**src/rtl/evt_timer16_pkg.sv**
```systemverilog
package evt_timer16_pkg;
  localparam logic [1:0] A_CTRL = 2'd0;
  localparam logic [1:0] A_CLO  = 2'd1;
  localparam logic [1:0] A_CHI  = 2'd2;
  localparam logic [1:0] A_IRQ  = 2'd3;

  // bit order is the register layout: [7] buffered .. [0] run enable
  typedef struct packed {
    logic       wide;
    logic       stat;
    logic [1:0] ps;
    logic       osc;
    logic       nosync;
    logic       src;
    logic       en;
  } ctrl_t;

  localparam logic [7:0] CTRL_WMASK = 8'hBF;
endpackage

```
**src/rtl/evt_timer16_edge.sv**
```systemverilog
module evt_timer16_edge #(
  parameter int SYNC_STAGES = 2
) (
  input  logic clk,
  input  logic rst,
  input  logic ext_in,
  input  logic src_ext,
  input  logic no_sync,
  output logic ev
);
  localparam int MSB = SYNC_STAGES - 1;

  logic [MSB:0] sync_q;
  logic         sync_prev_q;
  logic         raw_q;

  generate
    if (SYNC_STAGES == 1) begin : g_one
      always_ff @(posedge clk) begin
        if (rst) sync_q <= '0;
        else     sync_q <= ext_in;
      end
    end else begin : g_chain
      always_ff @(posedge clk) begin
        if (rst) sync_q <= '0;
        else     sync_q <= {sync_q[MSB-1:0], ext_in};
      end
    end
  endgenerate

  always_ff @(posedge clk) begin
    if (rst) begin
      sync_prev_q <= 1'b0;
      raw_q       <= 1'b0;
    end else begin
      sync_prev_q <= sync_q[MSB];
      raw_q       <= ext_in;
    end
  end

  always_comb begin
    if (!src_ext)     ev = 1'b1;
    else if (no_sync) ev = ext_in & ~raw_q;
    else              ev = sync_q[MSB] & ~sync_prev_q;
  end
endmodule

```
**src/rtl/evt_timer16_presc.sv**
```systemverilog
module evt_timer16_presc #(
  parameter int PS_W = 2
) (
  input  logic            clk,
  input  logic            rst,
  input  logic            clr,
  input  logic            ev,
  input  logic            en,
  input  logic [PS_W-1:0] ps,
  output logic            tick
);
  localparam int CW = (1 << PS_W) - 1;

  logic [CW-1:0] cnt_q;
  logic [CW-1:0] last;

  always_comb begin
    last = CW'((32'd1 << ps) - 32'd1);
    tick = en & ev & ~clr & (cnt_q == last);
  end

  always_ff @(posedge clk) begin
    if (rst || clr) begin
      cnt_q <= '0;
    end else if (en && ev) begin
      if (cnt_q == last) cnt_q <= '0;
      else               cnt_q <= cnt_q + CW'(1);
    end
  end
endmodule

```
**src/rtl/evt_timer16_core.sv**
```systemverilog
module evt_timer16_core #(
  parameter int CW = 16
) (
  input  logic          clk,
  input  logic          rst,
  input  logic          load,
  input  logic [CW-1:0] load_val,
  input  logic          zero,
  input  logic          inc,
  output logic [CW-1:0] cnt_q,
  output logic          wrap
);
  always_comb wrap = inc & ~load & ~zero & (&cnt_q);

  always_ff @(posedge clk) begin
    if (rst)       cnt_q <= '0;
    else if (load) cnt_q <= load_val;
    else if (zero) cnt_q <= '0;
    else if (inc)  cnt_q <= cnt_q + CW'(1);
  end
endmodule

```
**src/rtl/evt_timer16.sv**
```systemverilog
module evt_timer16
  import evt_timer16_pkg::*;
#(
  parameter int DW          = 8,
  parameter int PS_W        = 2,
  parameter int SYNC_STAGES = 2
) (
  input  logic          clk,
  input  logic          rst,
  input  logic          bus_wr,
  input  logic          bus_rd,
  input  logic [1:0]    bus_addr,
  input  logic [DW-1:0] bus_wdata,
  output logic [DW-1:0] bus_rdata,
  input  logic          ext_clk_in,
  input  logic          evt_trig,
  output logic          irq
);
  localparam int CW = 2 * DW;

  ctrl_t         ctrl_q;
  logic [DW-1:0] hbuf_q;
  logic          flag_q, ie_q, flag_d, ie_d;
  logic [CW-1:0] cnt_q;
  logic [CW-1:0] ld_val;
  logic          wrap, ev, tick, ld, trig_ok;
  logic          wr_ctrl, wr_lo, wr_hi, wr_irq, rd_lo;
  logic          wide_md, src_ext, no_sync;

  assign wide_md = ctrl_q.wide;
  assign src_ext = ctrl_q.src;
  assign no_sync = ctrl_q.nosync;

  always_comb begin
    wr_ctrl = bus_wr && (bus_addr == A_CTRL);
    wr_lo   = bus_wr && (bus_addr == A_CLO);
    wr_hi   = bus_wr && (bus_addr == A_CHI);
    wr_irq  = bus_wr && (bus_addr == A_IRQ);
    rd_lo   = bus_rd && (bus_addr == A_CLO);
    ld      = wr_lo | (wr_hi & ~wide_md);
    if (wide_md)    ld_val = {hbuf_q, bus_wdata};
    else if (wr_lo) ld_val = {cnt_q[CW-1:DW], bus_wdata};
    else            ld_val = {bus_wdata, cnt_q[DW-1:0]};
    trig_ok = evt_trig & (~src_ext | ~no_sync);
  end

  evt_timer16_edge #(.SYNC_STAGES(SYNC_STAGES)) u_edge (
    .clk(clk), .rst(rst), .ext_in(ext_clk_in),
    .src_ext(src_ext), .no_sync(no_sync), .ev(ev)
  );

  evt_timer16_presc #(.PS_W(PS_W)) u_presc (
    .clk(clk), .rst(rst), .clr(wr_ctrl), .ev(ev),
    .en(ctrl_q.en), .ps(ctrl_q.ps[PS_W-1:0]), .tick(tick)
  );

  evt_timer16_core #(.CW(CW)) u_core (
    .clk(clk), .rst(rst), .load(ld), .load_val(ld_val),
    .zero(trig_ok), .inc(tick), .cnt_q(cnt_q), .wrap(wrap)
  );

  always_comb begin
    flag_d = flag_q;
    ie_d   = ie_q;
    if (wrap)                         flag_d = 1'b1;
    else if (wr_irq && !bus_wdata[0]) flag_d = 1'b0;
    if (wr_irq)                       ie_d   = bus_wdata[1];
  end

  always_ff @(posedge clk) begin
    if (rst) begin
      ctrl_q    <= '0;
      hbuf_q    <= '0;
      flag_q    <= 1'b0;
      ie_q      <= 1'b0;
      irq       <= 1'b0;
      bus_rdata <= '0;
    end else begin
      if (wr_ctrl) ctrl_q <= ctrl_t'(bus_wdata[7:0] & CTRL_WMASK);
      if (wide_md && wr_hi)      hbuf_q <= bus_wdata;
      else if (wide_md && rd_lo) hbuf_q <= cnt_q[CW-1:DW];
      flag_q <= flag_d;
      ie_q   <= ie_d;
      irq    <= flag_d & ie_d;
      if (bus_rd) begin
        case (bus_addr)
          A_CTRL:  bus_rdata <= DW'(ctrl_q);
          A_CLO:   bus_rdata <= cnt_q[DW-1:0];
          A_CHI:   bus_rdata <= wide_md ? hbuf_q : cnt_q[CW-1:DW];
          default: bus_rdata <= DW'({ie_q, flag_q});
        endcase
      end
    end
  end
endmodule

```
**config.mk**
```make
export PLATFORM = sky130hd
export DESIGN_NAME = evt_timer16
export DESIGN_NICKNAME = d
export VERILOG_FILES = /design/src/rtl/evt_timer16_pkg.sv /design/src/rtl/evt_timer16_edge.sv /design/src/rtl/evt_timer16_presc.sv /design/src/rtl/evt_timer16_core.sv /design/src/rtl/evt_timer16.sv
export SDC_FILE = /design/constraint.sdc
export NUM_CORES = 1
export LEC_CHECK = 0
export ABC_AREA = 1
export BUFFER_PORTS_ARGS = -buffer_cell sky130_fd_sc_hd__buf_2
export CORE_ASPECT_RATIO = 1.4
export CORE_MARGIN = 2
export CORE_UTILIZATION = 58
export CTS_BUF_LIST = sky130_fd_sc_hd__clkbuf_2 sky130_fd_sc_hd__clkbuf_4 sky130_fd_sc_hd__clkbuf_8
export CTS_CLUSTER_DIAMETER = 60
export DETAILED_ROUTE_END_ITERATION = 6
export PLACE_DENSITY = 0.74
export SYNTH_ARGS = -nofsm -noshare
export SYNTH_HDL_FRONTEND = slang
export SYNTH_SLANG_ARGS = --single-unit
```
**constraint.sdc**
```tcl
create_clock -name clk -period 3.2 [get_ports clk]
set_clock_uncertainty 0.15 [all_clocks]
set_input_delay 0.48 -clock clk [delete_from_list [all_inputs] [get_ports clk]]
set_output_delay 0.48 -clock clk [all_outputs]
set_load 0.01 [all_outputs]
```
==> results.toml <==
[setup_path]
critPathKind = "flop to flop"
cpMostUsedCell = "nor2_1"
r2r-start = "wide_md$_SDFFE_PP0P_"
timing.rr.end = "u_core.cnt_q[10]$_SDFFE_PP0P_"
crit_chain = "buf_4 > inv_1 > nand3_2 > nand2_4 > nor2_4 > o21ai_4 > nand2_2 > nor2_1 > nor2_1"
crit_fanout = 18
slowest_stage = "nand3_2"
crit_arrival_ns = 2.36
rr_worst_depth = 9
required_ns = 3.25
end_kind = "flop"
cp_slowest_stage_delay_ns = 0.34
r2r_slack_ns = 0.89
start_kind = "flop"

[layout]
drive_gt1_share_pct = 9.46
area_growth_pct = 9.71
fin_nets = 482
design_area_um2 = 3010
antenna_cells = 0

[global_routing]
grt_use_met3_pct = 4.24
grt_use_met1_pct = 36.8
globalRouteOverflowTotal = 0
grt_pass1_wl_um = 12800
grtUsageMet2_pct = 55.2
grt_pass1_vias = 2689
grt.busiest_layer = "met2"
track_usage_pct = 30.6
grt_max_degree = 19
antenna_found_initial = 0

[clock_tree]
cts_htree_levels = 2
numCtsBuffers = 5
cts_max_path_buffers = 2
clkSlewWorstSetupHoldPaths_ns = 0.09
cts-root-buf = "clkbuf_8"
cts.repair.resized = 0
cts_sinks = 48
postCtsSetupRepairBufs = 0
clk_latency_ns = 0.30
tritoncts = "built"
postCtsHoldBufs = 0

[place]
post_dp_cell_area_um2 = 2900
gp_congestion = 0.949
port_buffers = 24
hpwlAfterDp_um = 5890

[pwr]
peakVddDrop_mv = 0.325
p_per_area_nw_per_um2 = 447
p_leak_nw = 1.38

[routing]
drc = 0
routed_wl_um = 7600
vias_per_cell = 5.46
vias = 2876
first_pass_iters = 6
drt_iter0_drc = 198
wl_per_cell_um = 14.4
ant_nets = 0

[timing]
slew-limit-headroom_pct = 70.6
tightest_slew_ns = 0.440
slew_violations = 0
fin_setup_tns_ns = 0
finalSetupViolations = 0
fmax_ghz = 0.433
fin_crit_sh_pct = 72.1
min_period_ns = 2.31
rsz0062_at_grt = "false"
hold_violations = 0

[floorplanning]
die_area_um2 = 5300
fp.dieH_um = 85.4
die_w_um = 62.1
rows = 29
core_area_um2 = 4540
initial_core_util_pct = 60.5
num_io_pins = 25

[min_path]
worstHoldStart = "ext_clk_in"
hold_end = "u_edge.sync_q[0]$_SDFF_PP0_"
min_path_cells = 3
holdCritPathClass = "input pin to flop"

[status]
status = "finished clean"

[synthesis]
yosysUniqueCellTypes = 30
syn-cell-area_um2 = 2740
ys.warnings.count = 0
ys_ff_latch = 48
syn_nets = 462
syn_avg_cell_area_um2 = 6.18
syn_inst = 444
yosysSeqAreaShare_pct = 35.0

[job]
cap_violations = 0
## power by group
group,switching (mW),internal (mW)
Sequential,0.0295,0.631
Clock,0.200,0.240
Combinational,0.165,0.0783
Total,0.394,0.950
## routing by layer
metal / share of wire [%] / up-vias
met3: 5.9 / 21
met5: 0 / -
met4: 2.9 / 0
met1: 42 / 1273
li1: - / 1465
met2: 50 / 117
## layout make-up
cell class	count	area, µm²
timing repair buffer	26	135
clock buffer	6	76.3
sequential	48	961
tap	62	77.6
inverter	53	199
fill	452	1530
clock inverter	2	35.0
multi-input combinational	330	1530
## stage by stage
stage / util [%] / hold WS [ns] / std cells / power, mW / setup slack [ns]
final: 66.4 / 0.243 / 527 / 1.34 / 0.893
after global routing: 66.4 / 0.276 / 527 / 1.41 / 0.656
after CTS: 66.4 / 0.239 / 527 / 1.35 / 0.912
after detailed placement: 63.9 / 0.281 / 519 / 0.912 / 0.746
after global placement: 63.9 / 0.268 / 519 / 0.906 / 0.837
after floorplan: - / 0.253 / 444 / 0.840 / 1.34
## critical path: cells and delay by family, from the launching register on
kind | cells | cell delay, ns
flops | 1 | 0.31
compound gates | 1 | 0.17
simple gates | 6 | 1.19
buf+inv | 2 | 0.38
## cell usage after synthesis
library cell	number	area, µm²
nand3_1	28	140
nand2_1	127	477
ha_1	2	25.0
a31oi_1	4	25.0
a21oi_1	33	165
nand2_2	3	18.8
nand3b_1	1	7.51
xnor2_1	1	8.76
o221ai_1	2	17.5
dfxtp_1	48	961
nand3_2	1	10.0
nor2_1	60	225
nand2_4	1	11.3
o2111ai_1	1	8.76
o21ai_0	45	225
o22ai_1	3	18.8
nor3b_1	1	7.51
buf_1	2	7.51
a21boi_0	1	7.51
o21ai_4	1	16.3
nand4_1	1	6.26
nor3_1	4	20.0
inv_2	2	7.51
nor2_4	2	22.5
inv_1	51	191
buf_2	4	20.0
buf_4	1	7.51
o211ai_1	6	45.0
clkbuf_1	6	22.5
xor2_1	2	17.5
## worst max-delay path by stage
stage                                          to  slack (ns)  cells after the start                 start
floorplan                  hbuf_q[4]$_SDFFE_PP0P_        1.34                     10                bus_rd
global placement    u_core.cnt_q[10]$_SDFFE_PP0P_        0.84                      9           bus_addr[0]
detailed placement  u_core.cnt_q[13]$_SDFFE_PP0P_        0.75                      9           bus_addr[0]
CTS                 u_core.cnt_q[13]$_SDFFE_PP0P_        0.91                      9  wide_md$_SDFFE_PP0P_
global route         u_core.cnt_q[9]$_SDFFE_PP0P_        0.66                     10  wide_md$_SDFFE_PP0P_
finish              u_core.cnt_q[10]$_SDFFE_PP0P_        0.89                      9  wide_md$_SDFFE_PP0P_
## kinds of logic (layout without fill, tap and decap cells)
logic type	Yosys count	after routing	synth area share, %
AOI/OAI and AO/OA	96	96	19.3
buffers and inverters	66	87	9.35
and+or+nand+nor	229	229	34.5
xor gates and xnor gates	3	3	0.958
DFF	48	48	35.0
adders and majority gates	2	2	0.912
## cell usage in the layout (no fill, tap or decap)
cell       Yosys  routed
nand2_1      127     127
nor2_1        60      60
inv_1         51      51
dfxtp_1       48      48
o21ai_0       45      45
a21oi_1       33      33
nand3_1       28      28
buf_2          4      24
o211ai_1       6       6
clkbuf_8       0       5
nor3_1         4       4
a31oi_1        4       4
nand2_2        3       3
o22ai_1        3       3
inv_2          2       2
nor2_4         2       2
xor2_1         2       2
o221ai_1       2       2
ha_1           2       2
buf_4          1       2
nand3_2        1       1
xnor2_1        1       1
nand2_4        1       1
o21ai_4        1       1
nor3b_1        1       1
nand3b_1       1       1
nand4_1        1       1
o2111ai_1      1       1
a21boi_0       1       1
bufinv_16      0       1
clkinv_2       0       1
clkbuf_4       0       1
## registers in the layout, indices dropped and copies added (netlist names)
register / flops
bus_rdata: 8
ctrl_q: 4
flag_q: 1
hbuf_q: 8
ie_q: 1
irq: 1
no_sync: 1
src_ext: 1
u_core.cnt_q: 16
u_edge.sync_prev_q: 1
u_edge.sync_q: 2
u_presc.cnt_q: 3
wide_md: 1
Note: power is estimated with default switching activity, not from simulation.
